`src/rtl/nmi_src_accum.sv`:
```
module nmi_src_accum #(
  parameter int NUM_SRC = 16
) (
  input  logic               clk,
  input  logic               rst,
  input  logic               msg_valid,
  input  logic [7:0]         msg_vector,
  input  logic               lint_cfg_we,
  input  logic [7:0]         lint_cfg_vector,
  input  logic               lint_nmi,
  input  logic               deliver,
  output logic [NUM_SRC-1:0] src_mask,
  output logic               nmi_pending
);
  localparam int VEC_W = 8;
  localparam logic [NUM_SRC-1:0] ONE = {{(NUM_SRC-1){1'b0}}, 1'b1};

  logic [NUM_SRC-1:0] mask_q, msg_bit, lint_bit;
  logic [VEC_W-1:0]   lint_vec_q;
  logic               lint_q;
  logic               lint_edge;

  function automatic logic [NUM_SRC-1:0] fold(input logic [VEC_W-1:0] v);
    if (int'(v) < NUM_SRC) fold = ONE << v;
    else                   fold = ONE;
  endfunction

  assign lint_edge   = lint_nmi & ~lint_q;
  assign msg_bit     = msg_valid ? fold(msg_vector) : '0;
  assign lint_bit    = lint_edge ? fold(lint_vec_q) : '0;
  assign src_mask    = mask_q;
  assign nmi_pending = |mask_q;

  always_ff @(posedge clk) begin
    if (rst) begin
      mask_q     <= '0;
      lint_q     <= 1'b0;
      lint_vec_q <= '0;
    end else begin
      mask_q <= (deliver ? '0 : mask_q) | msg_bit | lint_bit;
      lint_q <= lint_nmi;
      if (lint_cfg_we) lint_vec_q <= lint_cfg_vector;
    end
  end

  p_set_r1: assert property (@(posedge clk) disable iff (rst)
    msg_valid && int'(msg_vector) < NUM_SRC |=>
      ((src_mask >> $past(msg_vector)) & ONE) != '0);

  p_fold_r3: assert property (@(posedge clk) disable iff (rst)
    msg_valid && int'(msg_vector) >= NUM_SRC |=> src_mask[0]);

  p_keep_r4: assert property (@(posedge clk) disable iff (rst)
    !deliver |=> (src_mask & $past(src_mask)) == $past(src_mask));

  p_clear_r5: assert property (@(posedge clk) disable iff (rst)
    deliver && !msg_valid && !lint_nmi |=> src_mask == '0);

  p_reset_r9: assert property (@(posedge clk) disable iff (rst)
    $past(rst) |-> src_mask == '0);
endmodule

```
`config.mk`:
```
export PLATFORM = sky130hd
export DESIGN_NAME = nmi_src_accum
export DESIGN_NICKNAME = d
export VERILOG_FILES = /design/src/rtl/nmi_src_accum.sv
export SDC_FILE = /design/constraint.sdc
export NUM_CORES = 1
export LEC_CHECK = 0
export ABC_AREA = 1
export BUFFER_PORTS_ARGS = -buffer_cell sky130_fd_sc_hd__clkbuf_2
export CELL_PAD_IN_SITES_DETAIL_PLACEMENT = 1
export CELL_PAD_IN_SITES_GLOBAL_PLACEMENT = 1
export CORE_MARGIN = 1
export CORE_UTILIZATION = 25
export CTS_BUF_LIST = sky130_fd_sc_hd__clkbuf_4 sky130_fd_sc_hd__clkbuf_8
export DETAILED_ROUTE_END_ITERATION = 7
export GPL_TIMING_DRIVEN = 0
export MAX_ROUTING_LAYER = met4
export PLACE_DENSITY = 0.63
export SETUP_SLACK_MARGIN = 0.15
export SKIP_CTS_REPAIR_TIMING = 1
export SLEW_MARGIN = 10
export SYNTH_ARGS = -nofsm -noshare
export SYNTH_HDL_FRONTEND = slang
export SYNTH_SLANG_ARGS = --single-unit
```
`constraint.sdc`:
```
create_clock -name clk -period 1.5 [get_ports clk]
set_clock_uncertainty 0.2 [all_clocks]
set_input_delay 0.15 -clock clk [delete_from_list [all_inputs] [get_ports clk]]
set_output_delay 0.15 -clock clk [all_outputs]
set_load 0.01 [all_outputs]
```
==> reports/metrics.yaml <==
cells_and_area:
  area_growth_pct: 50.1
  design_area_um2: 2100
  nets: 278
  diodes: 0
  nFillCells: 664
  drive_gt1_share_pct: 47.1
flow_run:
  maxCapViolations: 0
route:
  wl_per_cell_um: 13.3
  vias_per_cell: 4.64
  drtIter0Drc: 64
  detail_route.first_pass.iterations: 4
  vias: 1509
  drc_errors: 0
  totalWireLength_um: 4340
  final_antenna_net_count: 0
floorplan:
  start_util_pct: 26.7
  die_area_um2: 5890
  row_count: 26
  io_pins: 39
  core_um2: 5240
  die_w_um: 76.7
  fp.dieH_um: 76.7
timing:
  postLayoutSetupSlackWorst_ns: -0.0982
  timing.fmax_mhz: 626
  hold_ws_ns: -0.0167
  rsz0062_at_grt: "true"
  post-route-min-period_ns: 1.60
  slew_viol_final: 0
  min_period_over_period_pct: 107
  setup_viol: 1
  relSlewSlack_pct: 70.1
  tightest_slew_ns: 0.449
  hold_viol: 3
yosys:
  synth.top_cell.area_share_pct: 35.8
  synth.distinct_cells: 19
  avgSynthCellArea_um2: 6.98
  yosys_warnings: 0
  syn_nets: 222
  ys_seq_area_share_pct: 35.8
  synthCells: 200
  synthTopCellsByArea: "dfxtp_1 (36%), nand3_1 (18%), nand2_1 (9.4%)"
  synth_seq_cells: 25
  yosys.area.top_type: "dfxtp_1"
  synth_area_um2: 1400
power_and_ir_drop:
  p_leak_nw: 1.08
  irDropWorstVdd_v: 0.000468
  p_int_mw: 0.983
  swShare_pct: 29.9
  p_sw_mw: 0.420
  seqPwrFrac_pct: 50.0
  total_power_mw: 1.40
  pwr-share-comb_pct: 19.6
  clkPwrFrac_pct: 30.4
  p_per_area_nw_per_um2: 669
cts:
  cts_tree: "built"
  clockBufferDepth: 2
  cts-root-buf: "clkbuf_8"
  worstSkewPairLatency_ns: 0.27
  numClockSinks: 25
  clk_pin_slew_ns: 0.09
  cts_buffers: 3
  h-tree-depth: 1
critical_path:
  cp-start-kind: "flop"
  rr_worst_depth: 8
  cp.arrival_ns: 1.25
  worst-setup-path-type: "reg2out"
  endpoint_kind: "output port"
  required_ns: 1.15
  crit_fanout: 3
global_routing:
  grt_pass1_wl_um: 6650
  antenna_found_initial: 0
  grtUsageTotal_pct: 14.6
  gr-total-overflow: 0
  grt_pass1_vias: 1473
  grt_start_max_net_pins: 16
place:
  place_ws_ns: 0.0413
  dp_hpwl_um: 3110
  place_congestion: 0.790
  numPortBuffers: 37
  post_dp_cell_area_um2: 1670
status:
  violations: "negative hold slack, negative setup slack"
  outcome: "complete, but fails checks"
worst_hold_path:
  whs_path_depth: 3
  holdCritPathClass: "in2reg"
==> metal layers <==
layer	share of wire [%]	wire length [µm]	track usage [%]	vias to the layer above
met1	43	1890	17.5	720
met2	51	2230	25.6	29
met5	0	0	-	-
met3	3.2	139	2.26	4
met4	1.8	80	2.88	0
li1	-	-	-	756
==> layout by cell type, fill, tap and decap left out <==
master / Yosys / layout
a21oi_1: 6 / 6
buf_2: 1 / 1
buf_4: 0 / 1
buf_6: 3 / 6
bufbuf_8: 1 / 1
clkbuf_1: 1 / 1
clkbuf_2: 0 / 37
clkbuf_8: 0 / 3
clkinvlp_4: 0 / 1
dfxtp_1: 25 / 22
dfxtp_2: 0 / 3
dlygate4sd3_1: 0 / 10
inv_1: 28 / 26
inv_2: 5 / 7
nand2_1: 35 / 32
nand2_2: 0 / 3
nand2_4: 2 / 2
nand3_1: 50 / 18
nand3_2: 4 / 34
nand3_4: 0 / 2
nand4_1: 1 / 1
nor2_1: 11 / 10
nor2_2: 9 / 6
nor2_4: 6 / 10
nor4_1: 4 / 1
nor4_2: 0 / 2
nor4_4: 0 / 1
o21ai_0: 3 / 3
o21ai_1: 5 / 5
==> cells by family (layout without fill, tap and decap cells) <==
family / Yosys count / count (layout) / synth area share (%)
AOI/OAI and AO/OA: 14 / 14 / 5.02
buffers and inverters: 39 / 94 / 13.3
DFF: 25 / 25 / 35.8
and+or+nand+nor: 122 / 122 / 45.9
==> layout make-up <==
class,count,area (µm²),area share [%]
inverter,33,124,5.91
tap,70,87.6,4.18
multi-input combinational,136,943,45.0
buffer,6,61.3,2.93
clock inverter,1,7.51,0.358
clock buffer,3,41.3,1.97
sequential,25,504,24.1
timing repair buffer,51,327,15.6
==> state kept, by name, indices dropped and copies added, names as in the netlist <==
name,flops
lint_vec_q,8
src_mask,16
lint_q,1
==> worst max-delay path, cell delays in order, from the launching register on <==
cell and delay [ns]:
dfxtp_2 0.35, nor4_4 0.35, nand4_1 0.13, clkbuf_2 0.15
==> worst paths after layout <==
kind	startpoint	to	slack, ns
worst min register to register	lint_vec_q[3]	lint_vec_q[3]	0.29
worst min-delay path	lint_cfg_we	lint_vec_q[7]	-0.02
worst max-delay path	src_mask[15]	nmi_pending	-0.1
worst max register to register	lint_vec_q[6]	src_mask[15]	0.04
==> cells in the mapped netlist <==
library cell  instances
buf_6                 3
o21ai_1               5
clkbuf_1              1
buf_2                 1
nand2_1              35
nand3_1              50
nor4_1                4
a21oi_1               6
bufbuf_8              1
nand2_4               2
nand3_2               4
dfxtp_1              25
nor2_2                9
inv_2                 5
inv_1                28
nor2_1               11
o21ai_0               3
nand4_1               1
nor2_4                6
==> power groups by stage <==
stage | clock network (mW) | registers [mW] | logic, mW
after CTS | 0.449 | 0.698 | 0.216
after global placement | 0 | 0.713 | 0.211
after global routing | 0.466 | 0.704 | 0.306
after floorplan | 0 | 0.712 | 0.141
after detailed placement | 0 | 0.714 | 0.215
final | 0.426 | 0.701 | 0.276
==> metrics by stage <==
step,instances,utilization (%),TNS [ns]
final,325,40.0,-0.0982
after global routing,325,40.0,-0.519
after CTS,311,32.8,-0.275
after detailed placement,307,31.9,0
after global placement,307,31.9,0
after floorplan,200,-,0
No activity file was read; power rests on OpenSTA's default activity.
